`src/rtl/nvr_pkg.sv`:
```
package nvr_pkg;
  typedef enum logic [1:0] {
    ST_PACE = 2'd0,
    ST_READ = 2'd1,
    ST_LAND = 2'd2,
    ST_DONE = 2'd3
  } nvr_state_e;
endpackage

```
`src/rtl/nvr_pace_timer.sv`:
```
module nvr_pace_timer #(
  parameter int SLOT_CYC = 8
) (
  input  logic clk,
  input  logic rst_n,
  input  logic clr_i,
  input  logic en_i,
  output logic expired_o
);
  localparam int CW = $clog2(SLOT_CYC + 1);
  localparam logic [CW-1:0] LAST = CW'(SLOT_CYC - 1);

  logic [CW-1:0] cnt_q;
  logic [CW-1:0] cnt_d;

  assign expired_o = (cnt_q == LAST);

  always_comb begin
    cnt_d = cnt_q;
    if (clr_i) begin
      cnt_d = '0;
    end else if (en_i && !expired_o) begin
      cnt_d = cnt_q + 1'b1;
    end
  end

  always_ff @(posedge clk or negedge rst_n) begin
    if (!rst_n) begin
      cnt_q <= '0;
    end else begin
      cnt_q <= cnt_d;
    end
  end
endmodule

```
`src/rtl/nvr_seq_fsm.sv`:
```
module nvr_seq_fsm
  import nvr_pkg::*;
#(
  parameter int NUM_DAC = 4,
  parameter int AW      = 3
) (
  input  logic          clk,
  input  logic          rst_n,
  input  logic          rerun_i,
  input  logic          slot_expired_i,
  output logic          slot_clr_o,
  output logic          slot_en_o,
  output logic          rd_en_o,
  output logic [AW-1:0] rd_addr_o,
  output logic          cap_en_o,
  output logic [AW-1:0] cap_idx_o,
  output logic          active_o,
  output logic          done_o
);
  localparam logic [AW-1:0] MODE_IDX = AW'(NUM_DAC);

  nvr_state_e    state_q, state_d;
  logic [AW-1:0] idx_q, idx_d;
  logic          done_q, done_d;

  always_comb begin
    state_d = state_q;
    idx_d   = idx_q;
    done_d  = 1'b0;
    unique case (state_q)
      ST_PACE: if (slot_expired_i) state_d = ST_READ;
      ST_READ: state_d = ST_LAND;
      ST_LAND: begin
        if (idx_q == MODE_IDX) begin
          state_d = ST_DONE;
          done_d  = 1'b1;
        end else begin
          idx_d   = idx_q + 1'b1;
          state_d = ST_PACE;
        end
      end
      default: state_d = ST_DONE;
    endcase
    if (rerun_i) begin
      state_d = ST_PACE;
      idx_d   = '0;
      done_d  = 1'b0;
    end
  end

  always_ff @(posedge clk or negedge rst_n) begin
    if (!rst_n) begin
      state_q <= ST_PACE;
      idx_q   <= '0;
      done_q  <= 1'b0;
    end else begin
      state_q <= state_d;
      idx_q   <= idx_d;
      done_q  <= done_d;
    end
  end

  assign slot_en_o  = (state_q == ST_PACE);
  assign slot_clr_o = (state_q != ST_PACE) || rerun_i;
  assign rd_en_o    = (state_q == ST_READ) && !rerun_i;
  assign rd_addr_o  = idx_q;
  assign cap_en_o   = (state_q == ST_LAND);
  assign cap_idx_o  = idx_q;
  assign active_o   = (state_q != ST_DONE);
  assign done_o     = done_q;
endmodule

```
`src/rtl/nvr_work_regs.sv`:
```
module nvr_work_regs #(
  parameter int NUM_DAC = 4,
  parameter int DW      = 8,
  parameter int AW      = 3
) (
  input  logic                  clk,
  input  logic                  rst_n,
  input  logic                  clear_i,
  input  logic                  cap_en_i,
  input  logic [AW-1:0]         cap_idx_i,
  input  logic [DW-1:0]         cap_data_i,
  output logic [NUM_DAC*DW-1:0] codes_o,
  output logic [DW-1:0]         mode_o
);
  localparam logic [AW-1:0] MODE_IDX = AW'(NUM_DAC);

  for (genvar g = 0; g < NUM_DAC; g++) begin : g_lane
    logic [DW-1:0] code_q, code_d;
    logic          load_en;

    assign load_en = cap_en_i && (cap_idx_i == AW'(g));

    always_comb begin
      code_d = code_q;
      if (clear_i) begin
        code_d = '0;
      end else if (load_en) begin
        code_d = cap_data_i;
      end
    end

    always_ff @(posedge clk or negedge rst_n) begin
      if (!rst_n) begin
        code_q <= '0;
      end else begin
        code_q <= code_d;
      end
    end

    assign codes_o[g*DW +: DW] = code_q;
  end

  logic [DW-1:0] mode_q, mode_d;
  logic          mode_load_en;

  assign mode_load_en = cap_en_i && (cap_idx_i == MODE_IDX);

  always_comb begin
    mode_d = mode_q;
    if (clear_i) begin
      mode_d = '0;
    end else if (mode_load_en) begin
      mode_d = cap_data_i;
    end
  end

  always_ff @(posedge clk or negedge rst_n) begin
    if (!rst_n) begin
      mode_q <= '0;
    end else begin
      mode_q <= mode_d;
    end
  end

  assign mode_o = mode_q;
endmodule

```
`src/rtl/nv_restore_seq.sv`:
```
module nv_restore_seq #(
  parameter int NUM_DAC   = 4,
  parameter int DW        = 8,
  parameter int TOTAL_CYC = 20000
) (
  input  logic                                clk,
  input  logic                                rst_n,
  input  logic                                rerun_i,
  output logic                                mem_rd_en_o,
  output logic [$clog2(NUM_DAC+1)-1:0]        mem_addr_o,
  input  logic [DW-1:0]                       mem_rd_data_i,
  output logic [NUM_DAC*DW-1:0]               dac_code_o,
  output logic [DW-1:0]                       mode_o,
  output logic [NUM_DAC-1:0]                  eff_mute_o,
  output logic                                hold_mute_o,
  output logic                                if_disable_o,
  output logic                                init_active_o,
  output logic                                done_o
);
  localparam int NUM_ENTRIES = NUM_DAC + 1;
  localparam int AW          = $clog2(NUM_ENTRIES);
  localparam int SLOT_CYC    = TOTAL_CYC / NUM_ENTRIES - 2;

  logic          slot_expired;
  logic          slot_clr;
  logic          slot_en;
  logic          cap_en;
  logic [AW-1:0] cap_idx;
  logic          active;

  nvr_pace_timer #(
    .SLOT_CYC (SLOT_CYC)
  ) timer_i (
    .clk       (clk),
    .rst_n     (rst_n),
    .clr_i     (slot_clr),
    .en_i      (slot_en),
    .expired_o (slot_expired)
  );

  nvr_seq_fsm #(
    .NUM_DAC (NUM_DAC),
    .AW      (AW)
  ) fsm_i (
    .clk            (clk),
    .rst_n          (rst_n),
    .rerun_i        (rerun_i),
    .slot_expired_i (slot_expired),
    .slot_clr_o     (slot_clr),
    .slot_en_o      (slot_en),
    .rd_en_o        (mem_rd_en_o),
    .rd_addr_o      (mem_addr_o),
    .cap_en_o       (cap_en),
    .cap_idx_o      (cap_idx),
    .active_o       (active),
    .done_o         (done_o)
  );

  nvr_work_regs #(
    .NUM_DAC (NUM_DAC),
    .DW      (DW),
    .AW      (AW)
  ) regs_i (
    .clk        (clk),
    .rst_n      (rst_n),
    .clear_i    (rerun_i),
    .cap_en_i   (cap_en),
    .cap_idx_i  (cap_idx),
    .cap_data_i (mem_rd_data_i),
    .codes_o    (dac_code_o),
    .mode_o     (mode_o)
  );

  assign init_active_o = active;
  assign hold_mute_o   = active;
  assign if_disable_o  = active;
  assign eff_mute_o    = active ? {NUM_DAC{1'b1}} : mode_o[DW-1 -: NUM_DAC];
endmodule

```
`config.mk`:
```
export PLATFORM = sky130hd
export DESIGN_NAME = nv_restore_seq
export DESIGN_NICKNAME = d
export VERILOG_FILES = /design/src/rtl/nvr_pkg.sv /design/src/rtl/nvr_pace_timer.sv /design/src/rtl/nvr_seq_fsm.sv /design/src/rtl/nvr_work_regs.sv /design/src/rtl/nv_restore_seq.sv
export SDC_FILE = /design/constraint.sdc
export NUM_CORES = 1
export LEC_CHECK = 0
export BUFFER_PORTS_ARGS = -buffer_cell sky130_fd_sc_hd__buf_2
export CAP_MARGIN = 5
export CORE_MARGIN = 8
export CORE_UTILIZATION = 40
export DETAILED_ROUTE_END_ITERATION = 8
export SLEW_MARGIN = 20
export SYNTH_ARGS = -nofsm -noshare
export SYNTH_HDL_FRONTEND = slang
export SYNTH_SLANG_ARGS = --single-unit
```
`constraint.sdc`:
```
create_clock -name clk -period 1.6 [get_ports clk]
set_input_delay 0.08 -clock clk [delete_from_list [all_inputs] [get_ports clk]]
set_output_delay 0.08 -clock clk [all_outputs]
set_load 0.02 [all_outputs]
```
==> impl_metrics.yaml, run 1 <==
grt:
  grt_usage_pct: 14.7
  grt_max_degree: 59
  grt_overflow: 0
  antenna_found_initial: 0
  grt_pass1_vias: 2245
  grt_pass1_wl_um: 11400
placed_design:
  dp_hpwl_um: 4810
  placed_cells: 407
  place_area_mm2: 0.00320
  io_buffers: 62
  gp_congestion: 0.805
  dp_slack_ns: 0.0263
routing:
  wl_um: 6860
  wl_met2_um: 3220
  dr_wl_met3_um: 355
  via_count: 2209
  firstDrtPassIters: 4
  dr.first_iter.drc_count: 61
  viasPerCell: 5.16
  antenna_left: 0
  dr.max_layer_used: "met4"
  drc: 0
  wl_per_cell_um: 16.0
  wl_met1_um: 3150
finish:
  final_cell_mix: "62 x buf_2, 56 x dfrtp_1, 29 x nor2_1, 28 x nand2_1"
  final_cell_count_no_fill: 428
  layout-drive-gt1-share_pct: 35.3
  fillers: 598
  multiInputGateArea_mm2: 0.00123
  fin_nets: 361
  area_delta_synth_final_pct: 31.3
  seq_area_mm2: 0.00145
  stdcell_area_mm2: 0.00354
  antennaDiodeCount: 0
  final_common_cell: "buf_2"
  post-route-util_pct: 53.2
worst_setup_path:
  path_max_fanout: 9
  path_class: "register to register"
  worst_ep_required_time_ns: 1.84
  startpoint_type: "register"
  crit_path_end_kind: "register"
  rr_startpoint: "fsm_i.state_q[0]$_DFFE_PN0P_"
  critPathLaunch: "fsm_i.state_q[0]$_DFFE_PN0P_"
  crit_arrival_ns: 1.78
die:
  start_util_pct: 40.5
  core_mm2: 0.00664
  die-area_mm2: 0.00961
  pin_count: 63
  rows: 30
  fp.dieW_um: 98.0
  die_y_um: 98.0
clocking:
  root_buffer: "clkbuf_8"
  cts_tree: "done"
  htreeDepth: 3
  cts_max_path_buffers: 2
  cts_buffers: 9
  clk_latency_ns: 0.33
  cts.sinks: 58
  clk_pin_slew_ns: 0.07
synthesis:
  ys_seq_elements: 58
  syn-num-nets: 281
  seq_area_frac_synth_pct: 53.9
  netlist_area_mm2: 0.00269
  syn_area_per_cell_um2: 10.2
  ys_warn_count: 0
  netlist-cell-type-count: 38
  synthCells: 263
timing:
  fin_skew_ns: 0.0118
  setup_viol: 0
  maxSlewViolCount: 0
  max_freq_mhz: 651
  fin_ws_ns: 0.0628
  tightest_slew_ns: 0.454
  hold_viol: 0
  rsz0062_at_grt: "yes"
  max_slew_margin_pct: 69.8
  tns_ns: 0
  period_needed_ns: 1.54
  hold-worst-slack_ns: 0.0368
  period_share_pct: 96.1
job:
  cap_viol_max_count: 0
power:
  peakVddDrop_v: 0.000618
  power_density_mw_per_mm2: 844
  power_mw: 2.98
  p_leak_nw: 1.65
min_path:
  min-delay-path-class: "input port to register"
  hp-start: "mem_rd_data_i[2]"
run_status:
  status: "completed"
## cells in the mapped netlist (all sizes together)
cell     count  area, µm²
nand2       29        109
o31ai        2       15.0
o21ai        6       30.0
nor2        29        109
or3          4       25.0
a21oi       26        130
nor3         4       25.0
and2         1       6.26
and4         2       18.8
o21a         1       7.51
and4b        1       10.0
inv          8       30.0
nor2b        1       6.26
and4bb       1       12.5
nand3       13       65.1
nand4b       1       8.76
dfrtp       58       1450
nand3b       1       7.51
nand2b       3       18.8
or2          4       25.0
buf          9       50.1
a211oi       2       15.0
mux2         1       11.3
a41oi        1       8.76
or4          3       22.5
a31oi        3       18.8
and3         1       7.51
clkbuf       8       30.0
mux2i       26        260
nor4bb       3       30.0
ha           7       87.6
nand4        3       31.3
a2111oi      1       8.76
## critical path, cell delays in order (launching register included)
cell,delay [ns]
dfrtp_2,0.50
buf_4,0.18
nor2b_1,0.30
buf_4,0.23
nand3_1,0.08
a21oi_1,0.15
## cells by family after synthesis
family,after synthesis,share of synthesized area (%)
AOI/OAI and AO/OA,42,8.69
buffers and inverters,25,4.09
adders and majority gates,7,3.25
muxes,27,10.1
DFF,58,53.9
and+or+nand+nor,104,20.0
## flip-flops by register name, indices dropped and copies added, names as in the netlist
| register | count |
|---|---|
| regs_i.g_lane.code_q | 32 |
| regs_i.mode_o | 8 |
| fsm_i.state_q | 2 |
| timer_i.cnt_q | 12 |
| fsm_i.cap_idx_o | 3 |
| fsm_i.done_o | 1 |
## layout make-up
type	count	share of cell area, %
multi-input combinational	180	34.8
tap	80	2.83
inverter	8	0.849
sequential	58	41.1
timing repair buffer	86	14.6
clock inverter	4	1.42
clock buffer	12	4.39
## timing repair
item                                   in CTS  in global routing
setup endpoints to repair                   4                 38
endpoints found under the hold margin      58                  0
gates resized for setup                     2                 19
pin swaps                                   0                  2
buffers inserted                            1                  3
hold buffers                                1                  0
## where the power goes
group	switching, mW	total (mW)	internal (mW)	leakage, nW
Clock	0.568	1.37	0.802	0.0986
Combinational	0.0908	0.132	0.0413	0.749
Sequential	0.00873	1.48	1.47	0.805
Total	0.667	2.98	2.32	1.65
## worst paths after layout
kind	end	cells past startpoint	slack, ns
min in group asynchronous	regs_i.g_lane[0].code_q[4]$_DFFE_PN0P_	3	0.31
max	regs_i.g_lane[3].code_q[4]$_DFFE_PN0P_	5	0.06
max reg2reg	regs_i.g_lane[3].code_q[4]$_DFFE_PN0P_	5	0.06
max in group asynchronous	fsm_i.state_q[0]$_DFFE_PN0P_	3	1.02
min reg2reg	regs_i.g_lane[3].code_q[6]$_DFFE_PN0P_	2	0.52
min	regs_i.mode_o[2]$_DFFE_PN0P_	3	0.04
## layer usage
layer	track usage, %	vias to the layer above
li1	-	1072
met1	18.9	1072
met2	22.2	55
met3	4.13	10
met4	7.31	0
met5	0	-
Power figures use the tool's default switching activity.
==> inputs of run 2 (changes only) <==
CTS_BUF_LIST = sky130_fd_sc_hd__clkbuf_16   (was not set)
==> run 2 against run 1 <==
Compared with the run above:
- wire length up 0.16%
- worst setup slack worse by 0.017 ns
- maximum frequency down 1.1%
- largest power group is now clock
- critical endpoint is now regs_i.g_lane[0].code_q[6]$_DFFE_PN0P_
- highest routed layer unchanged
- largest cell class unchanged
- flip-flop and latch count unchanged
==> impl_metrics.yaml, run 2 (same netlist as run 1, synthesis figures left out) <==
run_status:
  status: "completed"
finish:
  final_common_cell: "buf_2"
  fin_nets: 361
  top_register: "regs_i.g_lane.code_q"
  layout-drive-gt1-share_pct: 34.5
  final_cell_mix: "62 x buf_2, 56 x dfrtp_1, 29 x nor2_1, 28 x nand2_1"
  antennaDiodeCount: 0
  area_delta_synth_final_pct: 33.7
  largest_reg_flops: 32
  final_cell_count_no_fill: 428
  stdcell_area_mm2: 0.00360
  fillers: 582
job:
  cap_viol_max_count: 0
routing:
  wl_per_cell_um: 16.0
  drc: 0
  viasPerCell: 5.14
  antenna_left: 0
  firstDrtPassIters: 5
  via_count: 2200
  dr.first_iter.drc_count: 93
  wl_um: 6870
power:
  power_density_mw_per_mm2: 954
  peakVddDrop_v: 0.000512
  power_mw: 3.43
  p_leak_nw: 1.69
die:
  start_util_pct: 40.5
  fp.dieW_um: 98.0
  pin_count: 63
  rows: 30
  die_y_um: 98.0
  core_mm2: 0.00664
  die-area_mm2: 0.00961
timing:
  tightest_slew_ns: 0.426
  period_needed_ns: 1.55
  fin_skew_ns: 0.00831
  rsz0062_at_grt: "yes"
  maxSlewViolCount: 0
  tns_ns: 0
  period_share_pct: 97.1
  setup_viol: 0
  hold_viol: 0
  max_slew_margin_pct: 71.6
  hold-worst-slack_ns: 0.0456
  max_freq_mhz: 643
clocking:
  clk_pin_slew_ns: 0.05
  cts_tree: "done"
  cts.sinks: 58
  cts_buffers: 9
  cts_max_path_buffers: 2
  root_buffer: "clkbuf_16"
  htreeDepth: 3
  clk_latency_ns: 0.32
worst_setup_path:
  startpoint_type: "register"
  path_max_fanout: 8
  worst_ep_required_time_ns: 1.79
  crit_path_end_kind: "register"
  crit_arrival_ns: 1.75
  path_class: "register to register"
placed_design:
  placed_cells: 407
  io_buffers: 62
  place_area_mm2: 0.00320
  gp_congestion: 0.805
  dp_hpwl_um: 4810
grt:
  grt_max_degree: 59
  grt_usage_pct: 15.1
  antenna_found_initial: 0
  grt_overflow: 0
  grt_pass1_wl_um: 11400
  grt_pass1_vias: 2263
min_path:
  min-delay-path-class: "input port to register"
run 2: cell count changes in the layout (fill, tap and decap cells not counted):
cell       previous run  this run
clkbuf_8             11         0
clkbuf_16             0         9
clkinv_1              0         2
buf_4                19        20
buf_6                 3         2
clkbuf_1              1         0
inv_1                 6         7
nand3_1              12        13
nand3_2               1         0
nor4bb_2              0         1
nor4bb_4              3         2
run 2: power by group:
part / internal, mW / switching, mW
Sequential: 1.48 / 0.00840
Clock: 1.18 / 0.635
Combinational: 0.0413 / 0.0900
Total: 2.70 / 0.734
run 2: metal layers:
layer	up-vias	share of wire [%]	wire (µm)	global-route usage [%]
li1	1078	-	-	-
met1	1060	49	3330	19.1
met2	48	45	3070	21.9
met3	14	4.5	306	4.20
met4	0	2.3	159	10.1
met5	-	0	0	0
run 2: path summary, 6_finish.rpt:
path | from | endpoint | cells past startpoint | slack [ns]
min reg2reg | regs_i.g_lane[3].code_q[6]$_DFFE_PN0P_ | regs_i.g_lane[3].code_q[6]$_DFFE_PN0P_ | 2 | 0.52
max | fsm_i.cap_idx_o[0]$_DFFE_PN0P_ | regs_i.g_lane[0].code_q[6]$_DFFE_PN0P_ | 6 | 0.05
min | mem_rd_data_i[2] | regs_i.mode_o[2]$_DFFE_PN0P_ | 3 | 0.05
min in group asynchronous | rst_n | regs_i.g_lane[1].code_q[2]$_DFFE_PN0P_ | 3 | 0.32
max in group asynchronous | rst_n | fsm_i.state_q[0]$_DFFE_PN0P_ | 3 | 1.00
max reg2reg | fsm_i.cap_idx_o[0]$_DFFE_PN0P_ | regs_i.g_lane[0].code_q[6]$_DFFE_PN0P_ | 6 | 0.05
run 2: stage by stage:
step | utilization (%) | worst slack [ns]
final | 54.2 | 0.0456
after CTS | 52.7 | 0.0175
after global placement | 48.1 | 0.0786
after floorplan | - | 0.00882
after global routing | 54.2 | -0.0329
after detailed placement | 48.1 | 0.0263
run 2: area by class of cell:
class | instances | area (µm²) | area share, %
multi-input combinational | 180 | 1220 | 33.8
clock buffer | 9 | 225 | 6.26
clock inverter | 7 | 61.3 | 1.70
sequential | 58 | 1450 | 40.4
timing repair buffer | 86 | 513 | 14.3
inverter | 8 | 30.0 | 0.834
tap | 80 | 100 | 2.78
run 2: timing repair:
| item | in CTS | in global routing |
|---|---|---|
| endpoints found under the hold margin | 58 | 0 |
| gates resized for setup | 2 | 16 |
| setup endpoints to repair | 4 | 38 |
| buffers inserted | 1 | 3 |
| cloned | 0 | 0 |
| pin swaps | 0 | 2 |
| hold buffers | 1 | 0 |
run 2: worst max-delay path, cell delays in order, from the launching register on:
cell	delay (ns)
dfrtp_1	0.43
inv_2	0.13
ha_4	0.17
nor4bb_2	0.19
buf_4	0.24
mux2i_1	0.22
nor2_1	0.05
==> inputs of run 3 (changes only) <==
CORE_ASPECT_RATIO = 0.6   (was not set)
==> run 3 against run 2 <==
Compared with the run above:
- utilization is 0.56 points higher
- clock power is 8% higher
- worst setup slack better by 0.0044 ns
- combinational power about the same
- non-clock buffer count increased by 1
- critical endpoint is now timer_i.cnt_q[1]$_DFFE_PN0P_
- largest power group unchanged
- highest routed layer unchanged
==> impl_metrics.yaml, run 3 (same netlist as run 1, synthesis figures left out) <==
run_status:
  status: "completed"
clocking:
  clk_latency_ns: 0.32
  cts_max_path_buffers: 2
  cts_tree: "done"
  clk_pin_slew_ns: 0.05
  cts.sinks: 58
  htreeDepth: 3
  cts_buffers: 9
  root_buffer: "clkbuf_16"
finish:
  stdcell_area_mm2: 0.00361
  final_common_cell: "buf_2"
  post-route-util_pct: 54.7
  fillers: 621
  area_delta_synth_final_pct: 34.0
  final_cell_count_no_fill: 436
  top_register: "regs_i.g_lane.code_q"
  layout-drive-gt1-share_pct: 34.1
  largest_reg_flops: 32
  final_cell_mix: "62 x buf_2, 54 x dfrtp_1, 29 x nand2_1, 29 x nor2_1"
  fin_nets: 362
  antennaDiodeCount: 0
worst_setup_path:
  crit_path_end_kind: "register"
  worst_ep_required_time_ns: 1.80
  critical_path.endpoint: "timer_i.cnt_q[1]$_DFFE_PN0P_"
  timing.rr.end: "timer_i.cnt_q[1]$_DFFE_PN0P_"
  critPathLaunch: "timer_i.cnt_q[1]$_DFFE_PN0P_"
  startpoint_type: "register"
  crit_arrival_ns: 1.75
  path_max_fanout: 3
  r2r_cells: 5
  path_cells: "inv_1 -> ha_1 -> and4bb_1 -> nand3_1 -> mux2_1"
  rr_startpoint: "timer_i.cnt_q[1]$_DFFE_PN0P_"
  path_class: "register to register"
  slowest_stage: "dfrtp_1"
  critPathMaxStageDelay_ns: 0.39
  r2r_setup_slack_ns: 0.05
die:
  fp.dieW_um: 122
  rows: 23
  start_util_pct: 40.9
  die-area_mm2: 0.00970
  core_mm2: 0.00659
  pin_count: 63
  die_y_um: 79.6
timing:
  maxSlewViolCount: 0
  max_freq_mhz: 645
  hold_viol: 0
  tightest_slew_ns: 0.427
  period_share_pct: 96.9
  tns_ns: 0
  max_slew_margin_pct: 71.4
  setup_viol: 0
  fin_skew_ns: 0.00690
  period_needed_ns: 1.55
power:
  peakVddDrop_v: 0.000624
  power_density_mw_per_mm2: 995
  p_leak_nw: 1.71
grt:
  grt_usage_pct: 14.9
  grt_pass1_wl_um: 11200
  use_met2_pct: 19.5
  grt_max_degree: 59
  grt_overflow: 0
  antenna_found_initial: 0
  met3_usage_pct: 6.00
  grt_pass1_vias: 2131
  grt_util_met1_pct: 21.9
  top_usage_layer: "met1"
routing:
  antenna_left: 0
  drc: 0
  via_count: 2243
  wl_per_cell_um: 16.3
  wl_um: 7110
  dr.first_iter.drc_count: 198
  firstDrtPassIters: 4
  viasPerCell: 5.14
min_path:
  hp-start: "mem_rd_data_i[0]"
  min-delay-path-class: "input port to register"
placed_design:
  place_area_mm2: 0.00321
  gp_congestion: 0.820
  placed_cells: 414
  dp_hpwl_um: 5110
  io_buffers: 62
job:
  cap_viol_max_count: 0
-- run 3: final cells by class --
type	instances	area, µm²	share of cell area [%]
flip-flops and latches	58	1460	40.4
multi-input cells	180	1180	32.8
repair buffers	87	520	14.4
clock buffers	9	225	6.24
well taps	87	109	3.02
clock inverters	7	83.8	2.32
inverters	8	30.0	0.832
-- run 3: routing by layer --
| metal | part of all wire, % | wire, µm |
|---|---|---|
| met1 | 51 | 3640 |
| met2 | 41 | 2920 |
| met3 | 7.7 | 545 |
| met4 | 0.11 | 8 |
| met5 | 0 | 0 |
-- run 3: how the worst min path moves through the flow --
stage | slack [ns] | endpoint | cells past startpoint
final | 0.06 | regs_i.mode_o[0]$_DFFE_PN0P_ | 3
after global routing | 0.06 | regs_i.mode_o[2]$_DFFE_PN0P_ | 3
after CTS | 0.05 | regs_i.mode_o[0]$_DFFE_PN0P_ | 3
after detailed placement | 0.11 | timer_i.cnt_q[2]$_DFFE_PN0P_ | 2
after global placement | 0.11 | regs_i.g_lane[2].code_q[6]$_DFFE_PN0P_ | 2
after floorplan | -0.22 | fsm_i.cap_idx_o[0]$_DFFE_PN0P_ | 0
-- run 3: what timing repair did --
action,CTS,global route
hold buffers,1,0
endpoints found under the hold margin,58,0
buffers inserted,0,5
setup endpoints to repair,7,29
pin swaps,0,3
gates resized for setup,3,11
-- run 3: metrics by stage --
step / setup slack (ns) / power [mW] / hold slack (ns)
final: 0.0500 / 3.59 / 0.0614
after detailed placement: -0.0254 / 1.64 / 0.112
after CTS: 0.0258 / 3.63 / 0.0501
after global placement: 0.0730 / 1.64 / 0.110
after floorplan: 0.00882 / 1.55 / -0.216
after global routing: -0.00177 / 3.73 / 0.0590
-- run 3: where the power goes --
part,switching (mW),leakage [nW],total [mW],internal (mW)
Combinational,0.0928,0.756,0.133,0.0398
Clock,0.630,0.148,1.97,1.34
Sequential,0.00996,0.802,1.49,1.48
-- run 3: worst max-delay path: cells and delay by family (launching register included) --
kind	cells	cell delay (ns)
flops	1	0.39
mux	1	0.35
fa+ha+maj	1	0.15
simple gates	2	0.45
buf+inv	1	0.08
